$ cat src/rtl/prf_occ_pkg.sv
package prf_occ_pkg;

   typedef enum logic {
      CFG_CAPACITY = 1'b0,
      CFG_ENTRY    = 1'b1
   } cfg_kind_e;

endpackage

$ cat src/rtl/prf_cost_table.sv
module prf_cost_table #(
   parameter int NUM_ARCH  = 16,
   parameter int FILE_W    = 2,
   parameter int COST_W    = 3,
   parameter int NUM_PORTS = 6,
   localparam int ARCH_W   = $clog2(NUM_ARCH)
) (
   input  logic                          clk,
   input  logic                          rst_n,
   input  logic                          wr_en,
   input  logic [ARCH_W-1:0]             wr_reg,
   input  logic [FILE_W-1:0]             wr_file,
   input  logic [COST_W-1:0]             wr_cost,
   input  logic [NUM_PORTS*ARCH_W-1:0]   rd_reg,
   output logic [NUM_PORTS*FILE_W-1:0]   rd_file,
   output logic [NUM_PORTS*COST_W-1:0]   rd_cost
);

   if (NUM_ARCH != (1 << ARCH_W)) begin : g_bad_arch
      $error("prf_cost_table: NUM_ARCH must be a power of two");
   end

   logic [FILE_W-1:0] own_q  [NUM_ARCH];
   logic [COST_W-1:0] cost_q [NUM_ARCH];

   always_ff @(posedge clk) begin
      if (!rst_n) begin
         for (int i = 0; i < NUM_ARCH; i++) begin
            own_q[i]  <= '0;
            cost_q[i] <= COST_W'(1);
         end
      end else if (wr_en) begin
         own_q[wr_reg]  <= wr_file;
         cost_q[wr_reg] <= wr_cost;
      end
   end

   for (genvar p = 0; p < NUM_PORTS; p++) begin : g_rd
      assign rd_file[p*FILE_W +: FILE_W] = own_q[rd_reg[p*ARCH_W +: ARCH_W]];
      assign rd_cost[p*COST_W +: COST_W] = cost_q[rd_reg[p*ARCH_W +: ARCH_W]];
   end

endmodule

$ cat src/rtl/prf_file_counter.sv
module prf_file_counter #(
   parameter int CNT_W  = 8,
   parameter int COST_W = 3
) (
   input  logic              clk,
   input  logic              rst_n,
   input  logic              cap_we,
   input  logic [CNT_W-1:0]  cap_wdata,
   input  logic [COST_W-1:0] add_amt,
   input  logic [COST_W-1:0] sub_amt,
   output logic [CNT_W-1:0]  used,
   output logic [CNT_W-1:0]  cap
);

   localparam int EXT_W = CNT_W + 1;
   localparam logic [EXT_W-1:0] TOP_V = {1'b0, {CNT_W{1'b1}}};

   if (COST_W >= CNT_W) begin : g_bad_cost
      $error("prf_file_counter: cost must be narrower than the counter");
   end

   logic [EXT_W-1:0] grown, diff;
   logic [CNT_W-1:0] used_nxt;

   always_comb begin
      grown = {1'b0, used} + EXT_W'(add_amt);
      diff  = grown - EXT_W'(sub_amt);
      if (grown < EXT_W'(sub_amt))
         used_nxt = '0;
      else if (diff > TOP_V)
         used_nxt = '1;
      else
         used_nxt = diff[CNT_W-1:0];
   end

   always_ff @(posedge clk) begin
      if (!rst_n) begin
         used <= '0;
         cap  <= '0;
      end else begin
         used <= used_nxt;
         if (cap_we) cap <= cap_wdata;
      end
   end


   floor_sat_chk: assert property (@(posedge clk) disable iff (!rst_n)
      (add_amt == '0 && CNT_W'(sub_amt) >= used) |=> (used == '0));


   net_zero_chk: assert property (@(posedge clk) disable iff (!rst_n)
      (add_amt == sub_amt) |=> $stable(used));


   cap_hold_chk: assert property (@(posedge clk) disable iff (!rst_n)
      !cap_we |=> $stable(cap));

endmodule

$ cat src/rtl/prf_avail_check.sv
module prf_avail_check #(
   parameter int NUM_DST = 4,
   parameter int FILE_W  = 2,
   parameter int COST_W  = 3,
   parameter int CNT_W   = 8,
   parameter int FILE_ID = 0
) (
   input  logic                      clk,
   input  logic                      rst_n,
   input  logic [NUM_DST-1:0]        dst_vld,
   input  logic [NUM_DST*FILE_W-1:0] dst_file,
   input  logic [NUM_DST*COST_W-1:0] dst_cost,
   input  logic [CNT_W-1:0]          used,
   input  logic [CNT_W-1:0]          cap,
   output logic                      full
);

   localparam int REQ_W = COST_W + $clog2(NUM_DST) + 1;
   localparam int CMP_W = ((REQ_W > CNT_W) ? REQ_W : CNT_W) + 1;

   logic [NUM_DST-1:0] hit;
   logic [REQ_W-1:0]   req;
   logic [CMP_W-1:0]   req_ext, cap_ext, trimmed;

   for (genvar d = 0; d < NUM_DST; d++) begin : g_hit
      if (FILE_ID == 0) begin : g_global
         assign hit[d] = dst_vld[d];
      end else begin : g_owned
         assign hit[d] = dst_vld[d] && (dst_file[d*FILE_W +: FILE_W] == FILE_W'(FILE_ID));
      end
   end

   always_comb begin
      req = '0;
      for (int d = 0; d < NUM_DST; d++)
         if (hit[d]) req = req + REQ_W'(dst_cost[d*COST_W +: COST_W]);
   end

   always_comb begin
      req_ext = CMP_W'(req);
      cap_ext = CMP_W'(cap);
      trimmed = (req_ext > cap_ext) ? cap_ext : req_ext;
      full    = (req != '0) && (cap != '0) && (cap_ext < (CMP_W'(used) + trimmed));
   end


   unbounded_chk: assert property (@(posedge clk) disable iff (!rst_n)
      (cap == '0) |-> !full);


   empty_file_chk: assert property (@(posedge clk) disable iff (!rst_n)
      (used == '0) |-> !full);


   overfull_chk: assert property (@(posedge clk) disable iff (!rst_n)
      (cap != '0 && used >= cap && req != '0) |-> full);

endmodule

$ cat src/rtl/prf_occupancy_tracker.sv
module prf_occupancy_tracker #(
   parameter int NUM_FILES = 4,
   parameter int NUM_ARCH  = 16,
   parameter int NUM_DST   = 4,
   parameter int CNT_W     = 8,
   parameter int COST_W    = 3,
   localparam int ARCH_W   = $clog2(NUM_ARCH),
   localparam int FILE_W   = (NUM_FILES > 1) ? $clog2(NUM_FILES) : 1
) (
   input  logic                       clk,
   input  logic                       rst_n,
   input  logic                       cfg_we,
   input  logic                       cfg_kind,
   input  logic [ARCH_W-1:0]          cfg_idx,
   input  logic [CNT_W-1:0]           cfg_data,
   input  logic                       alloc_vld,
   input  logic [ARCH_W-1:0]          alloc_reg,
   input  logic                       alloc_zero,
   input  logic                       alloc_elim,
   input  logic                       alloc_merged,
   input  logic                       free_vld,
   input  logic [ARCH_W-1:0]          free_reg,
   input  logic                       free_zero,
   input  logic                       free_elim,
   input  logic                       free_merged,
   input  logic [NUM_DST-1:0]         qry_vld,
   input  logic [NUM_DST*ARCH_W-1:0]  qry_reg,
   output logic [NUM_FILES-1:0]       full_mask,
   output logic [NUM_FILES*CNT_W-1:0] used_cnt
);
   import prf_occ_pkg::*;

   localparam int NUM_PORTS = NUM_DST + 2;

   if (NUM_FILES < 1 || NUM_FILES > 4) begin : g_bad_files
      $error("prf_occupancy_tracker: NUM_FILES must be 1 to 4");
   end
   if (NUM_DST < 1 || NUM_DST > 4) begin : g_bad_dst
      $error("prf_occupancy_tracker: NUM_DST must be 1 to 4");
   end
   if (FILE_W + COST_W > CNT_W || FILE_W > ARCH_W) begin : g_bad_cfg
      $error("prf_occupancy_tracker: configuration fields do not fit");
   end

   logic                         tbl_we;
   logic [NUM_PORTS*FILE_W-1:0]  tbl_file;
   logic [NUM_PORTS*COST_W-1:0]  tbl_cost;
   logic                         alloc_do, free_do;
   logic [FILE_W-1:0]            a_file, f_file;
   logic [COST_W-1:0]            a_cost, f_cost;

   assign tbl_we   = cfg_we && (cfg_kind_e'(cfg_kind) == CFG_ENTRY);
   assign alloc_do = alloc_vld && !alloc_zero && !alloc_elim && !alloc_merged;
   assign free_do  = free_vld && !free_zero && !free_elim && !free_merged;
   assign a_file   = tbl_file[0 +: FILE_W];
   assign f_file   = tbl_file[FILE_W +: FILE_W];
   assign a_cost   = tbl_cost[0 +: COST_W];
   assign f_cost   = tbl_cost[COST_W +: COST_W];

   prf_cost_table #(
      .NUM_ARCH (NUM_ARCH),
      .FILE_W   (FILE_W),
      .COST_W   (COST_W),
      .NUM_PORTS(NUM_PORTS)
   ) u_table (
      .clk    (clk),
      .rst_n  (rst_n),
      .wr_en  (tbl_we),
      .wr_reg (cfg_idx),
      .wr_file(cfg_data[FILE_W-1:0]),
      .wr_cost(cfg_data[FILE_W +: COST_W]),
      .rd_reg ({qry_reg, free_reg, alloc_reg}),
      .rd_file(tbl_file),
      .rd_cost(tbl_cost)
   );

   for (genvar f = 0; f < NUM_FILES; f++) begin : g_file
      logic [COST_W-1:0] add_amt, sub_amt;
      logic [CNT_W-1:0]  used_f, cap_f;
      logic              cap_we;

      assign cap_we = cfg_we && (cfg_kind_e'(cfg_kind) == CFG_CAPACITY)
                      && (cfg_idx[FILE_W-1:0] == FILE_W'(f));

      if (f == 0) begin : g_global
         assign add_amt = alloc_do ? a_cost : '0;
         assign sub_amt = free_do  ? f_cost : '0;
      end else begin : g_owned
         assign add_amt = (alloc_do && a_file == FILE_W'(f)) ? a_cost : '0;
         assign sub_amt = (free_do  && f_file == FILE_W'(f)) ? f_cost : '0;
      end

      prf_file_counter #(
         .CNT_W (CNT_W),
         .COST_W(COST_W)
      ) u_cnt (
         .clk      (clk),
         .rst_n    (rst_n),
         .cap_we   (cap_we),
         .cap_wdata(cfg_data),
         .add_amt  (add_amt),
         .sub_amt  (sub_amt),
         .used     (used_f),
         .cap      (cap_f)
      );

      prf_avail_check #(
         .NUM_DST(NUM_DST),
         .FILE_W (FILE_W),
         .COST_W (COST_W),
         .CNT_W  (CNT_W),
         .FILE_ID(f)
      ) u_avail (
         .clk     (clk),
         .rst_n   (rst_n),
         .dst_vld (qry_vld),
         .dst_file(tbl_file[2*FILE_W +: NUM_DST*FILE_W]),
         .dst_cost(tbl_cost[2*COST_W +: NUM_DST*COST_W]),
         .used    (used_f),
         .cap     (cap_f),
         .full    (full_mask[f])
      );

      assign used_cnt[f*CNT_W +: CNT_W] = used_f;
   end


   idle_query_chk: assert property (@(posedge clk) disable iff (!rst_n)
      (qry_vld == '0) |-> (full_mask == '0));


   suppressed_hold_chk: assert property (@(posedge clk) disable iff (!rst_n)
      ((!alloc_vld || alloc_zero || alloc_elim || alloc_merged) &&
       (!free_vld || free_zero || free_elim || free_merged)) |=> $stable(used_cnt));

endmodule

$ cat config.mk
export PLATFORM = sky130hd
export DESIGN_NAME = prf_occupancy_tracker
export DESIGN_NICKNAME = d
export VERILOG_FILES = /design/src/rtl/prf_occ_pkg.sv /design/src/rtl/prf_cost_table.sv /design/src/rtl/prf_file_counter.sv /design/src/rtl/prf_avail_check.sv /design/src/rtl/prf_occupancy_tracker.sv
export SDC_FILE = /design/constraint.sdc
export NUM_CORES = 1
export LEC_CHECK = 0
export ABC_AREA = 1
export BUFFER_PORTS_ARGS = -buffer_cell sky130_fd_sc_hd__buf_2
export CAP_MARGIN = 20
export CORE_MARGIN = 5
export CORE_UTILIZATION = 39
export CTS_CLUSTER_DIAMETER = 80
export DETAILED_ROUTE_END_ITERATION = 6
export GPL_TIMING_DRIVEN = 0
export PLACE_DENSITY_LB_ADDON = 0.2
export REMOVE_ABC_BUFFERS = 1
export SLEW_MARGIN = 30
export SYNTH_ARGS = -nofsm -noshare
export SYNTH_HDL_FRONTEND = slang
export SYNTH_HIERARCHICAL = 1
export SYNTH_SLANG_ARGS = --single-unit
$ cat constraint.sdc
create_clock -name clk -period 7.85 [get_ports clk]
set_clock_uncertainty 0.2 [all_clocks]
set_input_delay 0.3925 -clock clk [delete_from_list [all_inputs] [get_ports clk]]
set_output_delay 0.3925 -clock clk [all_outputs]
set_load 0.02 [all_outputs]
Yosys cells after proc, flatten, opt, wreduce, memory -nomap -nowiden
Memory sizes are Yosys's and may differ from the RTL's. Cells that the tools add are included.

Word-level logic and storage cells: 174. Memories kept: 2. Bits of input ports: 52. Register bits: 64. Output and inout bits: 36. RAM bits: 80.

Memory list: u_table.cost_q (words 16, bits a word 3, read ports 6, clocked after memory_dff 0, write ports 16, line prf_cost_table.sv:24) `logic [COST_W-1:0] cost_q [NUM_ARCH];`; u_table.own_q (words 16, bits a word 2, read ports 6, clocked after memory_dff 0, write ports 16, line prf_cost_table.sv:23) `logic [FILE_W-1:0] own_q [NUM_ARCH];`.

Equal/unequal tests: 21. Order comparisons: 16. Reduce and logical (&&, ||, !) cells: 59. Muxes and demuxes: 42. Add/subtract/negate cells: 24. Bitwise logic cells: 2.

Operators with widths (number): 6-bit 2-to-1 mux (12); 8-bit 2-to-1 mux (8); 6-bit by 3-bit adder with 6-bit output (8); 3-bit 2-to-1 mux (13); 1-bit logical AND (38); 8-bit by 3-bit adder with 9-bit output (4); 8-bit by 9-bit adder with 9-bit output (4); 9-bit by 8-bit greater-than comparator with 1-bit output, second input constant (4); 8-bit by 9-bit < comparator with 1-bit output (4); 9-bit by 3-bit < comparator with 1-bit output (4); 9-bit by 3-bit subtractor with 9-bit output (4); 6-bit by 8-bit greater-than comparator with 1-bit output (4); 8-bit nonzero test (4); 2-bit == test, second input constant (14); 6-bit nonzero test (4); 3-bit by 3-bit adder with 4-bit output (4); 2-bit by 1-bit == test with 1-bit output, second input constant (7); 2-bit OR reduction (5); 4-bit 2-to-1 mux (2); 1-bit zero test (6); 1-bit 2-to-1 mux (6); 3-bit OR reduction (1); 2-bit zero test (1); 2-bit 2-to-1 mux (1); 1-bit NOT (2).

Depth between registers and ports, before layout
An unclocked memory read counts as a cell.

Depth in word-level cells: 15. Gate-level depth with buffers: 57. Gate-level depth less buffers: 54.

By module
The synthesis kept the hierarchy.

By module, submodules not included: prf_cost_table (times used 1, cells each 1344, seq. area each 2402.3 um2, area each 7798.7 um2); prf_file_counter at g_file[0].u_cnt ... (times used 2, cells each 166, seq. area each 320.3 um2, area each 1211.2 um2); prf_avail_check at g_file[1].u_avail (times used 1, cells each 242, seq. area each 0.0 um2, area each 1495.2 um2); prf_avail_check at g_file[2].u_avail (times used 1, cells each 240, seq. area each 0.0 um2, area each 1475.2 um2); prf_avail_check at g_file[3].u_avail (times used 1, cells each 240, seq. area each 0.0 um2, area each 1461.4 um2); prf_avail_check at g_file[0].u_avail (times used 1, cells each 230, seq. area each 0.0 um2, area each 1371.3 um2); prf_file_counter at g_file[3].u_cnt (times used 1, cells each 164, seq. area each 320.3 um2, area each 1238.7 um2); prf_file_counter at g_file[2].u_cnt (times used 1, cells each 164, seq. area each 320.3 um2, area each 1187.4 um2); prf_occupancy_tracker (times used 1, cells each 54, seq. area each 0.0 um2, area each 230.2 um2).

Worst setup path before layout
OpenSTA, ideal clock, no wires.

Path type: input to output. From: in qry_reg[0]. To: out full_mask[2]. Required time: 7258 ps. Cell stages on the path: 46. Buffers on the path: 3. Data arrival time: 6871 ps. Path slack: 387 ps. Path through: clkbuf_1 inv_1 buf_2 nand2_1 nand3_1 nand3_1 nand3_1 nand2_1 nand2_1 nor3b_1 ha_1 inv_1 fa_1 nand2_1 nand2_1 fa_1 or2_0 and2_1 (+10 left out) nand2_1 a21oi_1 o21ai_1 buf_2 nand2_1 o21ai_1 ha_1 fa_1 nand3_1 nand2_1 a31oi_1 xor2_1 ha_1 a21oi_1 o21ai_0 nor2_1 nand3_1 nor2_1.

Cells in the longest elaborated chain, start to end: 15. Elaborated cells on any way between the ends: 18. Classes of those cells: add/sub: 4; order compare: 2; eq/ne: 1; mux: 5; reduce/logical: 4; memory: 2.

Ends and longest elaborated chain: from (decl) (line prf_occupancy_tracker.sv:27) `input logic [NUM_DST*ARCH_W-1:0] qry_reg,`; memory read 16 x 2 bit (*); via tbl_file[5] (line prf_occupancy_tracker.sv:46) `logic [NUM_PORTS*FILE_W-1:0] tbl_file;`; 2-bit == test (*) (line prf_avail_check.sv:29) `assign hit[d] = dst_vld[d] && (dst_file[d*FILE_W +: FILE_W] == FILE_W'(FILE_ID));`; 1-bit logical AND (*) (line prf_avail_check.sv:29); 3-bit 2-to-1 mux (*) (line prf_avail_check.sv:36) `if (hit[d]) req = req + REQ_W'(dst_cost[d*COST_W +: COST_W]);`; 3-bit by 3-bit adder with 4-bit output (line prf_avail_check.sv:36); 6-bit 2-to-1 mux (*) (line prf_avail_check.sv:36); 6-bit by 3-bit adder with 6-bit output (line prf_avail_check.sv:36); 6-bit 2-to-1 mux (*) (line prf_avail_check.sv:36); 6-bit by 3-bit adder with 6-bit output (line prf_avail_check.sv:36); 6-bit 2-to-1 mux (*) (line prf_avail_check.sv:36); 6-bit by 8-bit greater-than comparator with 1-bit output (line prf_avail_check.sv:42) `trimmed = (req_ext > cap_ext) ? cap_ext : req_ext;`; 8-bit 2-to-1 mux (line prf_avail_check.sv:42); 8-bit by 9-bit adder with 9-bit output (line prf_avail_check.sv:43) `full = (req != '0) && (cap != '0) && (cap_ext < (CMP_W'(used) + trimmed));`; 8-bit by 9-bit < comparator with 1-bit output (line prf_avail_check.sv:43); 1-bit logical AND (*) (line prf_avail_check.sv:43); to (decl) (line prf_occupancy_tracker.sv:28) `output logic [NUM_FILES-1:0] full_mask,`.

The timed path passes the listed nets; every way through them passes the cells marked *.

==> impl_metrics.toml <==
[outcome]
status = "complete, but fails checks"
violations = "setup timing"

[grt]
grt_max_degree = 54
track_usage_pct = 24.49
antenna_found_initial = 2
grt_pass1_wl_mm = 104.1
first_global_vias = 19540
overflow = 0

[pwr]
p_seq_share_pct = 23.0
p_total_mw = 4.326
p_int_mw = 2.357
comb_power_share_pct = 57.6
ir_worst_vdd_uv = 160.3
power.share.clock_pct = 19.4
switching_share_pct = 45.50
power.leakage_nw = 11.05
p_sw_mw = 1.968
power_density_nw_per_um2 = 195.8

[sta]
setup_ws_ps = -119.9
period_minus_slack_ps = 7970
drv_slew = 0
setup_viol = 3
hold_viol = 0
rsz0062_at_grt = "yes"
finalCritPeriodShare_pct = 101.5
maxSlewHeadroom_pct = 42.80
worst_slew_pin_slew_ps = 851.4
max_freq_ghz = 0.1255
hold-worst-slack_ps = 116.2
tns_ps = -233.7

[clocking]
cts-root-buf = "clkbuf_16"
cts_buffers = 17
cts_tree = "built"
clock_path_buffers = 2
clk_pin_slew_ps = 70
htree_levels = 4
clock_sinks = 144
clk_latency_ps = 440

[floorplan]
core_area_um2 = 47550
ioPinCount = 88
die-area_um2 = 52370
die-width_um = 228.9
rows = 80
start_util_pct = 39.29
die_h_um = 228.9

[logic_synthesis]
yosysUniqueCellTypes = 50
ys_seq_area_share_pct = 19.72
synth_area_um2 = 18680
synth_edf_count = 80
async_reset_ff_share_pct = 0
synth-seq-cells = 144
synth.avg_cell_area_um2 = 6.206
yosys_warnings = 6
synth_flop_cell = "edfxtp_1"
syn_inst = 3010

[detailed_routing]
via_per_inst = 5.418
wl_per_cell_um = 17.66
routed_wl_mm = 66.63
vias = 20440
drt_first_pass_iters = 6
postRouteAntennaNets = 0
drtIter0Drc = 2304
drc_errors = 0

[setup_path]
crit_top_cell = "buf_4"
cpMaxStageDelayCell = "fa_1"
cp-end-kind = "output port"
cp_top_family = "simple AND/OR/NAND/NOR gates"
rrSetupSlack_ps = 3360
max_stage_delay_ps = 420
path_buf_inv = 16
cp.arrival_ps = 7380
cp.required_ps = 7260
path_class = "reg2out"
start_kind = "flop"
crit_fanout = 4

[placed_design]
io_buffers = 87
place_ws_ps = -1724
gp_congestion = 0.9323
dp_hpwl_mm = 47.26

[final_layout]
drive_gt1_share_pct = 22.77
final_common_cell = "nand2_1"
area_growth_pct = 18.29
final_nets = 3381
finalCoreUtilization_pct = 46.48
layout_common_cells = "nand2_1, nand3_1, inv_1"
n_antenna_cell = 0

[min_path]
hold_path_class = "in2reg"

[run]
cap_violations = 0
[cells by family after synthesis]
group,count (synthesis),share of synthesized area [%]
AND/OR/NAND/NOR,1937,48.38
XOR/XNOR,50,2.344
flip-flops,144,19.72
AO/OA/AOI/OAI,165,5.111
buffers and inverters,526,11.08
other,4,0.08035
adder cells (fa/ha/maj),184,13.29
[through the flow]
step	area (µm²)	instances
after global routing	22100	3773
final	22100	3773
after floorplan	18230	2915
after detailed placement	19440	3617
after global placement	19440	3617
after CTS	21560	3756
[power groups by stage]
stage               sequential (mW)  combinational, mW  clock [mW]
floorplan                      1.02               1.55           0
global placement              0.999               2.06           0
detailed placement             1.00               2.11           0
CTS                           0.990               2.37       0.856
global route                   1.01               2.78       0.890
finish                        0.994               2.49       0.840
[synthesized netlist by cell type, types with 3 or more instances]
library cell / number / area [µm²]
nand2_1: 891 / 3344
nand3_1: 566 / 2833
inv_1: 393 / 1475
nor2_1: 254 / 953.4
ha_1: 160 / 2002
edfxtp_1: 80 / 2402
dfxtp_1: 64 / 1281
a21oi_1: 63 / 315.3
nand2_2: 60 / 375.4
o21ai_0: 52 / 260.3
buf_2: 51 / 255.2
clkbuf_1: 39 / 146.4
xor2_1: 31 / 271.5
inv_2: 26 / 97.59
nand3_2: 25 / 250.2
fa_1: 24 / 480.5
nand4_1: 24 / 150.1
o21ai_1: 22 / 110.1
xnor2_1: 19 / 166.4
nand2_4: 18 / 202.7
nor2_2: 18 / 112.6
nor3_1: 13 / 65.06
nand3_4: 11 / 192.7
nor2_4: 11 / 123.9
nand3b_1: 8 / 60.06
clkinv_1: 7 / 26.28
nor2_8: 7 / 140.1
or2_1: 7 / 43.79
a21oi_2: 5 / 43.79
and2_1: 5 / 31.28
o211ai_1: 5 / 37.54
o21ai_4: 5 / 81.33
a31oi_1: 4 / 25.02
conb_1: 4 / 15.01
nor3_2: 4 / 40.04
nor4_1: 4 / 25.02
o21a_1: 4 / 30.03
o21ai_2: 4 / 35.03
or2_2: 4 / 25.02
buf_1: 3 / 11.26
buf_6: 3 / 33.78
[flip-flops by register name, summed over array words and instances (netlist names)]
signal and flops:
g_file.u_cnt/cap 32, g_file.u_cnt/used 32, u_table/cost_q 48, u_table/own_q 32
[worst min-delay path: cells and delay by family]
family,cells,cell delay (ps)
buffers and inverters,1,160
AND/OR/NAND/NOR,2,170
[worst paths after layout]
check,endpoint,startpoint,cells after the start
worst max-delay path,full_mask[1],u_table/own_q[15][0]$_SDFFCE_PN0P_,53
worst min-delay path,g_file[3].u_cnt/cap[6]$_SDFFE_PN0P_,cfg_data[6],3
worst max register to register,g_file[2].u_cnt/used[5]$_SDFF_PP0_,u_table/own_q[8][0]$_SDFFCE_PN0P_,25
worst min register to register,g_file[1].u_cnt/cap[1]$_SDFFE_PN0P_,g_file[1].u_cnt/cap[1]$_SDFFE_PN0P_,2
[timing repair]
action,in CTS,in global routing
gates resized for setup,247,106
cloned,3,0
buffers inserted,105,17
hold buffers,0,0
pin swaps,121,95
setup endpoints to repair,4,4
[final cells by class]
type,count,area (µm²)
Inverter,427,1665
Sequential cell,144,3684
Multi-Input combinational cell,2344,13920
Clock buffer,21,450.4
Tap cell,615,769.5
Fill cell,4813,25450
Timing Repair Buffer,208,1431
Timing Repair inverter,3,22.52
Clock inverter,11,156.4
[layer usage]
metal	GRT usage (%)	up-vias	routed length, µm
met1	33.22	9472	28480
met4	8.889	4	2335
met3	5.267	140	6461
met5	0	-	21
li1	-	9926	-
met2	38.51	900	29340
(Power assumes the default switching activity.)
